==> src/rtl/lsb_pkg.sv <==
package lsb_pkg;
  localparam int unsigned LSB_DATA_W = 32;

  typedef struct packed {
    logic                  ctrl;
    logic [LSB_DATA_W-1:0] data;
  } lsb_word_t;
endpackage

==> src/rtl/lsb_fifo.sv <==
module lsb_fifo
  import lsb_pkg::*;
#(
  parameter int unsigned DEPTH = 16
) (
  input  logic                       clk_i,
  input  logic                       rst_ni,
  input  logic                       push_i,
  input  lsb_word_t                  push_word_i,
  input  logic                       pop_i,
  output lsb_word_t                  head_o,
  output logic [$clog2(DEPTH+1)-1:0] count_o,
  output logic                       empty_o
);
  localparam int unsigned AW = $clog2(DEPTH);
  localparam int unsigned CW = $clog2(DEPTH+1);
  localparam logic [AW-1:0] LAST = AW'(DEPTH-1);
  localparam logic [CW-1:0] FULL_CNT = CW'(DEPTH);

  lsb_word_t       mem_q [DEPTH];
  logic [AW-1:0]   wp_q, rp_q;
  logic [CW-1:0]   cnt_q;

  always_ff @(posedge clk_i) begin
    if (push_i) mem_q[wp_q] <= push_word_i;
  end

  always_ff @(posedge clk_i or negedge rst_ni) begin
    if (!rst_ni) begin
      wp_q  <= '0;
      rp_q  <= '0;
      cnt_q <= '0;
    end else begin
      if (push_i) wp_q <= (wp_q == LAST) ? '0 : wp_q + 1'b1;
      if (pop_i)  rp_q <= (rp_q == LAST) ? '0 : rp_q + 1'b1;
      case ({push_i, pop_i})
        2'b10:   cnt_q <= cnt_q + 1'b1;
        2'b01:   cnt_q <= cnt_q - 1'b1;
        default: cnt_q <= cnt_q;
      endcase
    end
  end

  assign head_o  = mem_q[rp_q];
  assign count_o = cnt_q;
  assign empty_o = (cnt_q == '0);

  AST_NO_OVERFLOW: assert property (@(posedge clk_i) disable iff (!rst_ni)
    (push_i && !pop_i) |-> (cnt_q < FULL_CNT));
  AST_NO_UNDERFLOW: assert property (@(posedge clk_i) disable iff (!rst_ni)
    pop_i |-> !empty_o);
endmodule

==> src/rtl/lsb_flow.sv <==
module lsb_flow #(
  parameter int unsigned DEPTH = 16,
  parameter int unsigned SLACK = 2
) (
  input  logic                       clk_i,
  input  logic                       rst_ni,
  input  logic                       wr_en_i,
  input  logic                       link_up_i,
  input  logic                       xoff_i,
  input  logic                       drain_rdy_i,
  input  logic [$clog2(DEPTH+1)-1:0] count_i,
  input  logic                       empty_i,
  output logic                       push_o,
  output logic                       pop_o,
  output logic                       full_n_o,
  output logic                       ovf_o
);
  localparam int unsigned CW = $clog2(DEPTH+1);
  localparam int unsigned SW = $clog2(SLACK+1);
  localparam logic [CW-1:0] THRESH = CW'(DEPTH - SLACK);
  localparam logic [SW-1:0] SLACK_L = SW'(SLACK);

  logic          xoff_q, ovf_q, full, room, drop;
  logic [SW-1:0] slack_q;

  assign full     = (count_i >= THRESH) || xoff_q;
  assign room     = !full || (slack_q < SLACK_L);
  assign push_o   = wr_en_i && link_up_i && room;
  assign drop     = wr_en_i && link_up_i && !room;
  assign pop_o    = drain_rdy_i && link_up_i && !xoff_q && !empty_i;
  assign full_n_o = !full;
  assign ovf_o    = ovf_q;

  always_ff @(posedge clk_i or negedge rst_ni) begin
    if (!rst_ni) begin
      xoff_q  <= 1'b0;
      ovf_q   <= 1'b0;
      slack_q <= '0;
    end else begin
      xoff_q <= xoff_i;
      if (drop) ovf_q <= 1'b1;
      // slack restarts whenever the flag is seen high
      if (!full)       slack_q <= '0;
      else if (push_o) slack_q <= slack_q + 1'b1;
    end
  end

  AST_DOWN_NO_PUSH: assert property (@(posedge clk_i) disable iff (!rst_ni)
    !link_up_i |-> (!push_o && !pop_o));
  AST_XOFF_FULL: assert property (@(posedge clk_i) disable iff (!rst_ni)
    xoff_q |-> (!full_n_o && !pop_o));
  AST_OVF_STICKY: assert property (@(posedge clk_i) disable iff (!rst_ni)
    ovf_q |=> ovf_q);
  AST_THRESH_FULL: assert property (@(posedge clk_i) disable iff (!rst_ni)
    (count_i >= THRESH) |-> !full_n_o);
endmodule

==> src/rtl/lsb_write_buffer.sv <==
module lsb_write_buffer
  import lsb_pkg::*;
#(
  parameter int unsigned DEPTH = 16,
  parameter int unsigned SLACK = 2
) (
  input  logic                  clk_i,
  input  logic                  rst_ni,
  input  logic                  wr_en_i,
  input  logic [LSB_DATA_W-1:0] wr_data_i,
  input  logic                  wr_ctrl_i,
  input  logic                  link_up_i,
  input  logic                  xoff_i,
  input  logic                  drain_rdy_i,
  output logic [LSB_DATA_W-1:0] rd_data_o,
  output logic                  rd_ctrl_o,
  output logic                  word_taken_o,
  output logic                  full_n_o,
  output logic                  xoff_led_o,
  output logic                  ovf_err_o
);
  localparam int unsigned CW = $clog2(DEPTH+1);

  lsb_word_t     in_word, head;
  logic          push, pop, empty;
  logic [CW-1:0] count;

  assign in_word = '{ctrl: wr_ctrl_i, data: wr_data_i};

  lsb_fifo #(.DEPTH(DEPTH)) i_fifo (
    .clk_i       (clk_i),
    .rst_ni      (rst_ni),
    .push_i      (push),
    .push_word_i (in_word),
    .pop_i       (pop),
    .head_o      (head),
    .count_o     (count),
    .empty_o     (empty)
  );

  lsb_flow #(.DEPTH(DEPTH), .SLACK(SLACK)) i_flow (
    .clk_i       (clk_i),
    .rst_ni      (rst_ni),
    .wr_en_i     (wr_en_i),
    .link_up_i   (link_up_i),
    .xoff_i      (xoff_i),
    .drain_rdy_i (drain_rdy_i),
    .count_i     (count),
    .empty_i     (empty),
    .push_o      (push),
    .pop_o       (pop),
    .full_n_o    (full_n_o),
    .ovf_o       (ovf_err_o)
  );

  assign rd_data_o    = head.data;
  assign rd_ctrl_o    = head.ctrl;
  assign word_taken_o = pop;
  assign xoff_led_o   = !full_n_o;

  AST_TAKEN_NEEDS_RDY: assert property (@(posedge clk_i) disable iff (!rst_ni)
    word_taken_o |-> (drain_rdy_i && link_up_i));
endmodule

==> config.mk <==
export PLATFORM = sky130hd
export DESIGN_NAME = lsb_write_buffer
export DESIGN_NICKNAME = d
export VERILOG_FILES = /design/src/rtl/lsb_pkg.sv /design/src/rtl/lsb_fifo.sv /design/src/rtl/lsb_flow.sv /design/src/rtl/lsb_write_buffer.sv
export SDC_FILE = /design/constraint.sdc
export NUM_CORES = 1
export LEC_CHECK = 0
export BUFFER_PORTS_ARGS = -buffer_cell sky130_fd_sc_hd__buf_2
export CAP_MARGIN = 20
export CORE_ASPECT_RATIO = 1.1
export CORE_MARGIN = 2
export CORE_UTILIZATION = 56
export DETAILED_ROUTE_END_ITERATION = 10
export PLACE_DENSITY_LB_ADDON = 0.3
export RECOVER_POWER = 25
export SYNTH_ARGS = -nofsm -noshare
export SYNTH_HDL_FRONTEND = slang
export SYNTH_SLANG_ARGS = --single-unit
==> constraint.sdc <==
create_clock -name clk_i -period 6.1 [get_ports clk_i]
set_input_delay 0.61 -clock clk_i [delete_from_list [all_inputs] [get_ports clk_i]]
set_output_delay 0.61 -clock clk_i [all_outputs]
set_load 0.1 [all_outputs]
**Yosys cells after proc, flatten, opt, wreduce, memory -nomap -nowiden**

Memory sizes are Yosys's and may differ from the RTL's.
Index checks and enable logic that the tools add are counted.

- $add $sub $neg: 5
- Order comparisons: 2
- Eq/ne operators: 5
- Muxes and demuxes: 7
- Reductions and logical operators: 14

Operator list:

| cell | count |
|---|---|
| $pmux 5 s2 | 1 |
| $add 4x1->4 const B | 2 |
| $eq 4x4->1 const B | 2 |
| $mux 4 | 2 |
| $logic_and 1x1->1 | 6 |
| $add 5x1->5 const B | 1 |
| $ge 5x4->1 const B | 1 |
| $logic_not 5->1 | 1 |
| $sub 5x1->5 const B | 1 |
| $logic_not 1->1 | 4 |
| $mux 2 | 2 |
| $add 2x1->2 const B | 1 |
| $eq 2x1->1 const B | 1 |
| $eq 2x2->1 const B | 1 |
| $logic_or 1x1->1 | 2 |
| $lt 2x2->1 const B | 1 |
| $mux 1 | 2 |
| $ne 2x2->1 const B | 1 |
| $reduce_bool 2->1 | 1 |

- Register bits after elaboration: 17
- Bits in writable memories: 528
- Input port bits: 39
- Output and inout bits: 37
- Logic and storage cells: 40
- Memories kept: 1

Memories:

| memory | words | width | rd ports | clocked after memory_dff | write ports | RTL line | text |
|---|---|---|---|---|---|---|---|
| i_fifo.mem_q | 16 | 33 | 1 | 0 | 1 | lsb_fifo.sv:20 | `lsb_word_t mem_q [DEPTH];` |

**Longest topological paths before layout**

- Word-level depth: 7
- Depth in mapped cells: 12
- Mapped depth without buffers: 10

**Hierarchy**

A second synthesis with hierarchy kept.

- Cell total of the unflattened synthesis: 928
- Area, all modules: 20679.8 um^2

By module, submodules not included:

| module | times used | cells an instance | area an instance (um^2) | seq. area each (um^2) |
|---|---|---|---|---|
| lsb_fifo | 1 | 912 | 20507.2 | 16180.5 |
| lsb_flow | 1 | 15 | 168.9 | 100.1 |
| lsb_write_buffer | 1 | 1 | 3.8 | 0.0 |

**Least setup slack after synthesis**

No wires, ideal clock.

- Path type: reg-to-reg
- Start point: register i_fifo.cnt_q[2], in the netlist i_fifo.count_o[2]
- End point: memory i_fifo.mem_q[0][0] in the netlist's numbering, enable pin
- Library setup time: 0.464 ns
- Arrival time: 4.041 ns
- Required time: 5.636 ns
- Setup slack: 1.595 ns
- Stages on the path, launching flop included: 6
- Path buffers: 1
- Clock period less this slack: 4.505 ns
- Cell sequence: dfrtp_1 -> a311o_1 -> a21oi_1 -> buf_4 -> nand2_1 -> nor3_1

- Word-level cells in the longest chain between the ends: 7

RTL lines:

| element | RTL line | text |
|---|---|---|
| start: declaration | lsb_fifo.sv:22 | `logic [CW-1:0] cnt_q;` |
| start signal: assignment | lsb_fifo.sv:37 | `2'b10: cnt_q <= cnt_q + 1'b1;` |
| start signal: assignment | lsb_fifo.sv:38 | `2'b01: cnt_q <= cnt_q - 1'b1;` |
| start signal: assignment | lsb_fifo.sv:39 | `default: cnt_q <= cnt_q;` |
| $ge 5x4->1 | lsb_flow.sv:26 | `assign full = (count_i >= THRESH) \|\| xoff_q;` |
| $logic_or 1x1->1 | lsb_flow.sv:26 |  |
| net xoff_led_o | lsb_write_buffer.sv:19 | `output logic xoff_led_o,` |
| $logic_not 1->1 | lsb_flow.sv:27 | `assign room = !full \|\| (slack_q < SLACK_L);` |
| $logic_or 1x1->1 | lsb_flow.sv:27 |  |
| $logic_and 1x1->1 | lsb_flow.sv:28 | `assign push_o = wr_en_i && link_up_i && room;` |
| $mux 1 | lsb_fifo.sv:25 | `if (push_i) mem_q[wp_q] <= push_word_i;` |
| $mux 1 (not written as such) | lsb_fifo.sv:25 |  |
| end: declaration | lsb_fifo.sv:20 |  |

The timed path passes the listed nets, and every way through them passes these cells.

**Worst setup path in the final report**

- Start point: register i_fifo.rp_q[0]
- End point: output port rd_data_o[8]

- Word-level cells in the longest chain between the ends: 1

RTL lines:

| element | RTL line | text |
|---|---|---|
| start: declaration | lsb_fifo.sv:21 | `logic [AW-1:0] wp_q, rp_q;` |
| start signal: assignment | lsb_fifo.sv:35 | `if (pop_i) rp_q <= (rp_q == LAST) ? '0 : rp_q + 1'b1;` |
| $mem_v2 16x33 | n/a |  |
| end: declaration | lsb_write_buffer.sv:15 | `output logic [LSB_DATA_W-1:0] rd_data_o,` |

No other way between the ends.

==> reports/metrics.cfg <==
[status]
outcome=complete, no violations

[logic_synthesis]
synthFlopType=edfxtp_1
syn_area_per_cell_um2=22.5
seq_area_frac_synth_pct=78.6
synth.distinct_cells=33
yosysWarnings=0
synth_nets=966
async_flop_share_pct=3.12
synthCells=919
synth_seq_cells=545
synth_edf_count=528
post_synth_instance_area_um2=20700

[worst_setup_path]
cp-end-kind=output pin
critPathRequiredTime_ns=5.49
arrival_ns=3.42
worst-path-buf-inv=2
slowest_delay_ns=0.97
worst-path-max-fanout=45
cpMaxStageDelayCell=dfrtp_4
path_cells=buf_4 -> mux4_2 -> a22oi_1 -> nand2_1 -> buf_2
cpLargestDelayFamily=flip-flops
crit_type=flip-flop to output pin
worstSetupStartpointType=flip-flop
r2r_slack_ns=2.59

[global_routing]
grt_antenna_before_repair=3
overflow=0
first_global_vias=9961
grt_max_degree=104
track_usage_pct=22.0
grt_first_pass_wirelength_mm=61.7

[sta]
tns_ns=0
finClkSkew_ns=0.0135
max_freq_mhz=248
hold-worst-slack_ns=0.157
rsz0062_at_grt=false
worst_pin_slew_ns=1.07
slew-limit-headroom_pct=28.4
period_share_pct=66.0
min_period_ns=4.03
setup_violations=0
hold_viol=0
slew_violations=0

[cells_and_area]
fillers=2483
seq_area_um2=16300
layout.cells.non_filler=1552
drive_gt1_share_pct=28.3
layout_common_cells=528 x edfxtp_1, 132 x mux4_2, 67 x a22oi_1
multi_input_area_um2=4300
final_common_cell=edfxtp_1
nNetsFinal=1071
synthToLayoutAreaGrowth_pct=13.0

[clocking]
cts_tree=done
numCtsBuffers=52
clockRootBuffer=clkbuf_16
hold_buffers=1
clk_pin_slew_ns=0.06
ctsResizeCount=0
clk_latency_ns=0.56
cts_sinks=545
post_cts_buffers=0
clockBufferDepth=3
htreeDepth=2

[pwr]
vdd.ir_drop.worst_v=0.000498
leakage_nw=7.53
pwr_density_cell_nw_per_um2=502

[routing]
antenna_left=0
routed_wl_mm=41.0
viasPerCell=6.20
post-route-drc-count=0
drtIter0Drc=1107
vias=9624
first_pass_iters=5
post_drt_wl_per_cell_um=26.4

[die]
initial_core_util_pct=57.0
ioPinCount=76
num_rows=73
die_width_um=187
die-area_um2=38600
die_h_um=206
coreArea_um2=36400

[flow_run]
cap_violations=0

[place]
gp_congestion=0.718
dp_cells=1456
portBuffers=75
post-dp-hpwl_mm=20.7

[min_path]
hold_class=input port to flip-flop

-- worst reg2reg max path: cells and delay by family, from the launching register on --
kind	cells	cell delay, ns
buf+inv	1	0.41
flops	1	0.45
simple gates	2	1.27
compound gates	2	1.05
-- Yosys cell counts, types with 4 or more instances --
| cell type | count | area (µm²) |
|---|---|---|
| edfxtp_1 | 528 | 15900 |
| mux4_2 | 132 | 2970 |
| clkbuf_1 | 23 | 86.3 |
| ha_1 | 8 | 100 |
| nand2b_1 | 4 | 25.0 |
| dfrtp_1 | 17 | 425 |
| buf_2 | 16 | 80.1 |
| a22oi_1 | 67 | 503 |
| o21ai_0 | 5 | 25.0 |
| buf_6 | 6 | 67.6 |
| xor2_1 | 6 | 52.6 |
| nand2_1 | 43 | 161 |
| inv_1 | 5 | 18.8 |
| nand3_1 | 4 | 20.0 |
| nor3_1 | 5 | 25.0 |
| a21oi_1 | 7 | 35.0 |
| nor2_1 | 18 | 67.6 |
-- final timing paths --
check                             startpoint                   end  depth (start not counted)
setup / recovery              i_fifo.rp_q[0]          rd_data_o[8]                          5
hold / removal                        xoff_i         i_flow.xoff_q                          1
setup reg to reg           i_fifo.count_o[2]  i_fifo.mem_q[15][15]                          5
hold reg to reg                 i_flow.ovf_o          i_flow.ovf_o                          1
max in group asynchronous             rst_ni        i_fifo.rp_q[1]                          2
min in group asynchronous             rst_ni        i_fifo.wp_q[2]                          2
-- metrics by stage --
stage / area [µm²] / worst slack, ns / total power [mW] / utilization (%)
after floorplan: 20700 / 1.59 / 7.97 / -
after global placement: 21800 / 2.55 / 8.78 / 60.0
after detailed placement: 21800 / 2.54 / 8.81 / 60.0
after CTS: 23400 / 1.95 / 11.9 / 64.4
after global routing: 23400 / 1.73 / 12.2 / 64.4
final: 23400 / 2.07 / 11.8 / 64.4
-- state kept, by name, indices dropped and copies added (netlist names) --
signal	flops
i_fifo.mem_q	528
i_flow.xoff_q	1
i_flow.ovf_o	1
i_fifo.count_o	5
i_flow.slack_q	2
i_fifo.rp_q	4
i_fifo.wp_q	4
-- logic make-up (layout without fill, tap and decap cells) --
logic type                 after synthesis  count (layout)  synth area share [%]
AOI/OAI and AO/OA                       86              86                  3.01
xor gates and xnor gates                 9               9                 0.381
adders and majority gates                8               8                 0.483
buffers and inverters                   54             198                  1.31
DFF                                    545             545                  78.6
muxes                                  135             135                  14.5
other                                    0               2                     0
and+or+nand+nor                         82              82                  1.72
-- layout make-up --
class / count / share of cell area, %
multi-input cells: 320 / 18.4
inverters: 5 / 0.0802
clock buffers: 64 / 5.84
repair buffers: 100 / 2.40
diodes: 2 / 0.0214
clock inverters: 29 / 1.09
well taps: 487 / 2.60
flip-flops and latches: 545 / 69.6
-- routing by layer --
| metal | global-route usage, % | part of all wire (%) | vias up |
|---|---|---|---|
| met3 | 3.63 | 7.0 | 72 |
| met1 | 31.2 | 41 | 5058 |
| met5 | 0 | 0.063 | - |
| met4 | 6.30 | 2.1 | 4 |
| met2 | 36.2 | 50 | 401 |
| li1 | - | - | 4089 |
-- power by group --
group          switching [mW]  leakage, nW  internal [mW]
sequential              0.238         4.96           4.33
combinational            2.90         1.77           1.22
clock                    1.27        0.800           1.79
total                    4.41         7.53           7.34
Power figures use the tool's default switching activity.
